$ cat src/rtl/rpwr_pkg.sv
package rpwr_pkg;
  typedef enum logic [3:0] {
    ST_OFF, ST_READY, ST_LOW, ST_CUT, ST_PRE, ST_UP1, ST_UP2,
    ST_OPRE, ST_OUP, ST_CLOSE
  } rpwr_state_e;

  typedef struct packed {
    logic oe;
    logic vdd_off;
    logic mosi;
    logic sclk;
    logic csn;
    logic slptr;
  } rpwr_pins_t;

  function automatic logic is_idle(rpwr_state_e s);
    return (s == ST_OFF) || (s == ST_READY);
  endfunction
endpackage

$ cat src/rtl/rpwr_timer.sv
module rpwr_timer #(
  parameter int CNT_W = 8
) (
  input  logic             clk,
  input  logic             rst,
  input  logic             load_i,
  input  logic [CNT_W-1:0] val_i,
  output logic             zero_o
);
  logic [CNT_W-1:0] cnt_q;

  always_ff @(posedge clk) begin
    if (rst)
      cnt_q <= '0;
    else if (load_i)
      cnt_q <= val_i - CNT_W'(1);
    else if (cnt_q != '0)
      cnt_q <= cnt_q - CNT_W'(1);
  end

  assign zero_o = (cnt_q == '0);

  AST_LOAD_NONZERO: assert property (@(posedge clk) disable iff (rst)
    load_i |-> (val_i != '0));
endmodule

$ cat src/rtl/rpwr_fsm.sv
module rpwr_fsm
  import rpwr_pkg::*;
#(
  parameter int CNT_W     = 8,
  parameter int DRAIN_CYC = 100,
  parameter int PRE_CYC   = 10,
  parameter int RAMP_CYC  = 10
) (
  input  logic             clk,
  input  logic             rst,
  input  logic             open_i,
  input  logic             cycle_i,
  input  logic             close_i,
  input  logic             zero_i,
  output rpwr_state_e      state_d,
  output logic             load_o,
  output logic [CNT_W-1:0] val_o
);
  rpwr_state_e state_q;

  always_comb begin
    state_d = state_q;
    load_o  = 1'b0;
    val_o   = '0;
    case (state_q)
      ST_OFF, ST_READY: begin
        if (close_i)
          state_d = ST_CLOSE;
        else if (cycle_i)
          state_d = ST_LOW;
        else if (open_i) begin
          state_d = ST_OPRE;
          load_o  = 1'b1;
          val_o   = CNT_W'(PRE_CYC);
        end
      end
      ST_LOW: begin
        state_d = ST_CUT;
        load_o  = 1'b1;
        val_o   = CNT_W'(DRAIN_CYC);
      end
      ST_CUT: if (zero_i) begin
        state_d = ST_PRE;
        load_o  = 1'b1;
        val_o   = CNT_W'(PRE_CYC);
      end
      ST_PRE: if (zero_i) begin
        state_d = ST_UP1;
        load_o  = 1'b1;
        val_o   = CNT_W'(RAMP_CYC);
      end
      ST_UP1: if (zero_i) begin
        state_d = ST_UP2;
        load_o  = 1'b1;
        val_o   = CNT_W'(RAMP_CYC);
      end
      ST_UP2:  if (zero_i) state_d = ST_READY;
      ST_OPRE: if (zero_i) begin
        state_d = ST_OUP;
        load_o  = 1'b1;
        val_o   = CNT_W'(RAMP_CYC);
      end
      ST_OUP:   if (zero_i) state_d = ST_READY;
      ST_CLOSE: state_d = ST_OFF;
      default:  state_d = ST_OFF;
    endcase
  end

  always_ff @(posedge clk) begin
    if (rst) state_q <= ST_OFF;
    else     state_q <= state_d;
  end

  AST_CUT_FROM_LOW: assert property (@(posedge clk) disable iff (rst)
    (state_q == ST_CUT && $past(state_q) != ST_CUT) |-> $past(state_q) == ST_LOW);
  AST_UP_FROM_PRE: assert property (@(posedge clk) disable iff (rst)
    (state_q == ST_UP1 && $past(state_q) != ST_UP1) |-> $past(state_q) == ST_PRE);
  AST_BUSY_HOLDS: assert property (@(posedge clk) disable iff (rst)
    (!is_idle(state_q) && !zero_i && state_q != ST_LOW && state_q != ST_CLOSE)
      |=> state_q == $past(state_q));
endmodule

$ cat src/rtl/rpwr_pins.sv
module rpwr_pins
  import rpwr_pkg::*;
(
  input  logic        clk,
  input  logic        rst,
  input  rpwr_state_e state_d,
  output rpwr_pins_t  pins_o,
  output logic        busy_o,
  output logic        done_o
);
  localparam rpwr_pins_t RELEASED = '{oe: 1'b0, vdd_off: 1'b1, default: 1'b0};

  rpwr_pins_t pins_d;

  always_comb begin
    pins_d = '{oe: 1'b1, vdd_off: 1'b1, default: 1'b0};
    case (state_d)
      ST_OFF, ST_CLOSE: pins_d = RELEASED;
      ST_READY: begin pins_d.vdd_off = 1'b0; pins_d.csn = 1'b1; end
      ST_LOW:   pins_d.vdd_off = pins_o.vdd_off;
      ST_CUT:   ;
      ST_PRE:   begin pins_d.mosi = 1'b1; pins_d.csn = 1'b1; end
      ST_UP1, ST_UP2: begin
        pins_d.vdd_off = 1'b0; pins_d.mosi = 1'b1; pins_d.csn = 1'b1;
      end
      ST_OPRE:  pins_d.csn = 1'b1;
      ST_OUP:   begin pins_d.vdd_off = 1'b0; pins_d.csn = 1'b1; end
      default:  pins_d = RELEASED;
    endcase
  end

  always_ff @(posedge clk) begin
    if (rst) begin
      pins_o <= RELEASED;
      busy_o <= 1'b0;
      done_o <= 1'b0;
    end else begin
      pins_o <= pins_d;
      busy_o <= !is_idle(state_d);
      done_o <= busy_o && is_idle(state_d);
    end
  end

  AST_HIZ_POWER_OFF: assert property (@(posedge clk) disable iff (rst)
    !pins_o.oe |-> pins_o.vdd_off);
  AST_DONE_SINGLE: assert property (@(posedge clk) disable iff (rst)
    done_o |=> !done_o);
  AST_DONE_ENDS_BUSY: assert property (@(posedge clk) disable iff (rst)
    done_o |-> (!busy_o && $past(busy_o)));
  AST_CUT_LINES_LOW: assert property (@(posedge clk) disable iff (rst)
    ($rose(pins_o.vdd_off) && !pins_o.csn) |-> (!pins_o.mosi && !pins_o.sclk && !pins_o.slptr));
endmodule

$ cat src/rtl/rpwr_seq.sv
module rpwr_seq
  import rpwr_pkg::*;
#(
  parameter int CLK_HZ   = 125_000_000,
  parameter int DRAIN_MS = 100,
  parameter int PRE_MS   = 10,
  parameter int RAMP_MS  = 10
) (
  input  logic clk,
  input  logic rst,
  input  logic open_i,
  input  logic cycle_i,
  input  logic close_i,
  output logic pin_oe_o,
  output logic vdd_off_o,
  output logic mosi_o,
  output logic sclk_o,
  output logic csn_o,
  output logic slptr_o,
  output logic busy_o,
  output logic done_o
);
  localparam int CYC_PER_MS = CLK_HZ / 1000;
  localparam int DRAIN_CYC  = CYC_PER_MS * DRAIN_MS;
  localparam int PRE_CYC    = CYC_PER_MS * PRE_MS;
  localparam int RAMP_CYC   = CYC_PER_MS * RAMP_MS;
  localparam int MAX_A      = (DRAIN_CYC > PRE_CYC) ? DRAIN_CYC : PRE_CYC;
  localparam int MAX_CYC    = (MAX_A > RAMP_CYC) ? MAX_A : RAMP_CYC;
  localparam int CNT_W      = $clog2(MAX_CYC + 1);

  rpwr_state_e      state_d;
  logic             load;
  logic [CNT_W-1:0] load_val;
  logic             zero;
  rpwr_pins_t       pins;

  rpwr_fsm #(
    .CNT_W(CNT_W), .DRAIN_CYC(DRAIN_CYC), .PRE_CYC(PRE_CYC), .RAMP_CYC(RAMP_CYC)
  ) u_fsm (
    .clk(clk), .rst(rst), .open_i(open_i), .cycle_i(cycle_i), .close_i(close_i),
    .zero_i(zero), .state_d(state_d), .load_o(load), .val_o(load_val)
  );

  rpwr_timer #(.CNT_W(CNT_W)) u_timer (
    .clk(clk), .rst(rst), .load_i(load), .val_i(load_val), .zero_o(zero)
  );

  rpwr_pins u_pins (
    .clk(clk), .rst(rst), .state_d(state_d), .pins_o(pins),
    .busy_o(busy_o), .done_o(done_o)
  );

  assign pin_oe_o  = pins.oe;
  assign vdd_off_o = pins.vdd_off;
  assign mosi_o    = pins.mosi;
  assign sclk_o    = pins.sclk;
  assign csn_o     = pins.csn;
  assign slptr_o   = pins.slptr;
endmodule

$ cat config.mk
export PLATFORM = sky130hd
export DESIGN_NAME = rpwr_seq
export DESIGN_NICKNAME = d
export VERILOG_FILES = /design/src/rtl/rpwr_pkg.sv /design/src/rtl/rpwr_timer.sv /design/src/rtl/rpwr_fsm.sv /design/src/rtl/rpwr_pins.sv /design/src/rtl/rpwr_seq.sv
export SDC_FILE = /design/constraint.sdc
export NUM_CORES = 1
export LEC_CHECK = 0
export ABC_AREA = 1
export BUFFER_PORTS_ARGS = -buffer_cell sky130_fd_sc_hd__buf_4
export CELL_PAD_IN_SITES_DETAIL_PLACEMENT = 0
export CELL_PAD_IN_SITES_GLOBAL_PLACEMENT = 2
export CORE_MARGIN = 3
export CORE_UTILIZATION = 35
export DETAILED_ROUTE_END_ITERATION = 8
export PLACE_DENSITY_LB_ADDON = 0.1
export SLEW_MARGIN = 20
export SYNTH_ARGS = -nofsm -noshare
export SYNTH_HDL_FRONTEND = slang
export SYNTH_SLANG_ARGS = --single-unit
$ cat constraint.sdc
create_clock -name clk -period 3.32 [get_ports clk]
set_input_delay 0.498 -clock clk [delete_from_list [all_inputs] [get_ports clk]]
set_output_delay 0.498 -clock clk [all_outputs]
set_load 0.005 [all_outputs]
==> key figures <==
Floorplan
  • Die area: approximately 0.0074 mm2
  • Initial Utilization: 36.9%
  • Core area: between 0.006 and 0.007 mm2
  • Die X: ~86 um
  • # IOs: 13
  • Die Ht: ~86 um
  • Num rows: 28

Final layout
  • Final #Nets: 373
  • Area added between synthesis and finish: 11.6%
  • Layout cells sized above 1: 15.5%
  • Antenna cells: 0
  • Post-route insts no fill: 443
  • Design Area, Final: 0.00249 mm2

Power and ir drop
  • P_sw: approximately 1.2 mW
  • Sequential share of power: 25.5%
  • Clock share of power: around a fifth
  • Internal Power: ~1.3 mW
  • Logic pwr share: 55.8%
  • Switch share: between 40% and 50%
  • Leak: 1.23 nW
  • Peak VDD IR: roughly 0.37 mV
  • Pwr Density: just over 1000 mW/mm2
  • Total power: approximately 2.5 mW

Clock tree
  • Setup Buffers After CTS: 0
  • H-Tree Level Count: 2
  • Root buffer cell: clkbuf_8
  • Clk sinks: 34
  • CTS tree: yes
  • Clock slew seen by the registers of the worst setup and hold paths: 0.08 ns
  • Worst skew pair latency: 0.29 ns
  • Post-CTS resize count: 0
  • Clk buf depth: 2
  • Hold buffers post-CTS: 0
  • TritonCTS buffer count: 5

Logic synthesis
  • Mapped Area: ~0.0022 mm2
  • Share of the synthesized area in the top cell type: between 30% and 40%
  • Top-count cell post-synth: nand2_1
  • Largest area contributor in the netlist: dfxtp_1
  • Ys flop type: dfxtp_1
  • Top cells by count, synth: nand2_1 (82), nor2_1 (61), inv_1 (41)
  • Mapped Cells: about 360
  • Yosys cell types: 36
  • Post-synth EDFFs: 0
  • Synth area leaders: dfxtp_1 (30%), nand2_1 (14%), nor2_1 (10%)
  • Register area share after synthesis: between 30% and 40%
  • Synthesized area per cell: between 6 and 7 um2
  • Total of warnings raised by yosys: 0
  • Post-synthesis register bit count: 34
  • Asr flop ratio synth: 0%

Flow run
  • Maxcap violations: 0

Setup path
  • CP Class: flop to flop
  • Most frequent CP cell: nand2_1
  • Crit path cell chain: nor2_2 > nand2_1 > inv_2 > nand4_1 > nand3_2 > inv_2 > nand2_1 > ha_1 > nand3_1 > clkinv_1 > nand2_1 > nor2_2 > nand2_1 > nand2_1 > nand2_1 > nor2_1
  • Worst R2R Start: u_fsm.state_q[3]
  • Worst Path Required: 3.56 ns
  • Startpoint types: flop
  • Critical path buffers and inverters: 3
  • Delay of the slowest cell on the worst path: 0.42 ns
  • Slowest cell on the critical path: nand4_1
  • Family with the most delay on the worst path: simple AND/OR/NAND/NOR gates
  • Worst-path fanout max: 11
  • R2R depth: 16
  • FF-to-FF setup slack: between 0.6 and 0.7 ns
  • Worst EP arrival: 2.88 ns
  • CP endpoint kind: flop
  • Critical R2R Capture: u_timer.cnt_q[22]

Min path
  • Hold Path Class: flop to flop
  • WHS Endpoint: u_pins.done_o
  • Hold path start: u_pins.busy_o
  • Hold Path Depth: 2

Detailed routing
  • DR top layer: met4
  • Drt first-iter violations: 126
  • WL met1: around 3.3 mm
  • Residual DRC: 0
  • Antenna-violating nets left: 0
  • WL final: 6.49 mm
  • Vias/cell: 5.00
  • Pre-Repair DR Iteration Count: 4
  • Met3 Wirelength: 301 um
  • Met2 Wirelength: 2.83 mm
  • Via count: between 2000 and 2500
  • Avg WL per Cell: about 15 um

STA
  • Min Tclk post-route: 2.64 ns
  • Fmax: approximately 380 MHz
  • Clock Skew: approximately 0.0056 ns
  • Final Setup Violations: 0
  • Worst Tran Pin Value: between 0.5 and 0.6 ns
  • Pins Over Slew Limit: 0
  • Final period util: between 70 and 80%
  • Setup ws final: between 0.6 and 0.7 ns
  • Setup total negative slack: 0 ns
  • Final hold vios: 0
  • RSZ-0062 raised after global routing: no
  • Worst slew margin relative to its limit: between 60% and 70%

Global routing
  • Initial antenna violation count: 0
  • First-pass GRT wire length: 10.6 mm
  • Largest net degree at the start of global routing: 21
  • Vias in the first global route: 2098
  • Gr usage total: about a fifth
  • GR Overflow Total: 0

Placed design
  • Dpl cell area: approximately 0.0024 mm2
  • Post-Place Cells: 435
  • Gpl congestion: about 0.80
  • Hpwl dp: ~5 mm
  • I/O Buffers: 10
  • Setup WS pre-CTS: 0.690 ns

Status
  • Status: finished, final reports clean
## worst min-delay path: cells and delay by family, from the launching register on
family	cells	cell delay (ns)
DFF	1	0.31
and+or+nand+nor	2	0.10
## cell families after synthesis
| kind of cell | synth area share, % |
|---|---|
| xor+xnor | 2.35 |
| simple gates | 46.2 |
| compound gates | 8.51 |
| flops | 30.5 |
| other cells | 0.168 |
| fa+ha+maj | 0.560 |
| buf+inv | 11.7 |
## final cells by class
type	instances	area (um2)
multi-input cells	262	1300
fillers	676	3570
flip-flops and latches	34	681
clock buffers	5	68.8
clock inverters	3	68.8
repair buffers	12	90.1
well taps	75	93.8
inverters	52	195
## power by group through the flow
stage	clock (mW)	sequential [mW]	combinational (mW)
global route	0.493	0.666	1.62
global placement	0	0.660	1.44
CTS	0.484	0.648	1.43
detailed placement	0	0.657	1.42
finish	0.474	0.649	1.42
floorplan	0	0.625	1.10
## layer usage
layer / global-route usage, % / vias to the layer above
li1: - / 1153
met2: 28.4 / 44
met3: 3.17 / 10
met5: 0 / -
met4: 4.75 / 0
met1: 27.0 / 1010
## worst max-delay path by stage
stage / from / to / slack [ns] / depth (start not counted)
after floorplan: u_timer.cnt_q[1] / u_timer.cnt_q[22] / 1.30 / 15
after global placement: close_i / u_timer.cnt_q[12] / 0.75 / 12
after detailed placement: close_i / u_timer.cnt_q[12] / 0.69 / 13
after CTS: u_fsm.state_q[3] / u_timer.cnt_q[12] / 0.69 / 14
after global routing: u_fsm.state_q[3] / u_timer.cnt_q[12] / 0.44 / 14
final: u_fsm.state_q[3] / u_timer.cnt_q[22] / 0.68 / 16
## metrics by stage
step	util, %	hold slack, ns
2_1_floorplan	-	0.441
3_3_place_gp	38.9	0.439
3_5_place_dp	38.9	0.438
4_1_cts	41.1	0.447
5_1_grt	41.1	0.482
6_report	41.1	0.447
## cells in the final DEF, fill, tap and decap left out
cell        n
a211oi_1    2
a21oi_1    13
a21oi_2     2
a31oi_1     1
and3_1      1
buf_4      12
bufinv_16   2
clkbuf_8    5
clkinv_1    3
clkinv_4    1
conb_1      2
dfxtp_1    34
ha_1        1
inv_1      41
inv_2       8
nand2_1    82
nand2_2     5
nand3_1    30
nand3_2     1
nand4_1    13
nand4_2     1
nand4_4     1
nor2_1     61
nor2_2     11
nor2_4      6
nor3_1      5
nor3_2      1
nor4_1      1
o2111ai_1   1
o21ai_0    10
o21ai_1     2
o31ai_1     1
o32a_1      1
or2_2       1
xnor2_1     3
xor2_1      3
## registers in the layout, indices dropped and copies added, names as in the netlist
| name | count |
|---|---|
| u_fsm.state_q | 4 |
| u_timer.cnt_q | 24 |
| u_pins.busy_o | 1 |
| u_pins.done_o | 1 |
| u_pins.pins_o | 4 |
(Power assumes the default switching activity.)
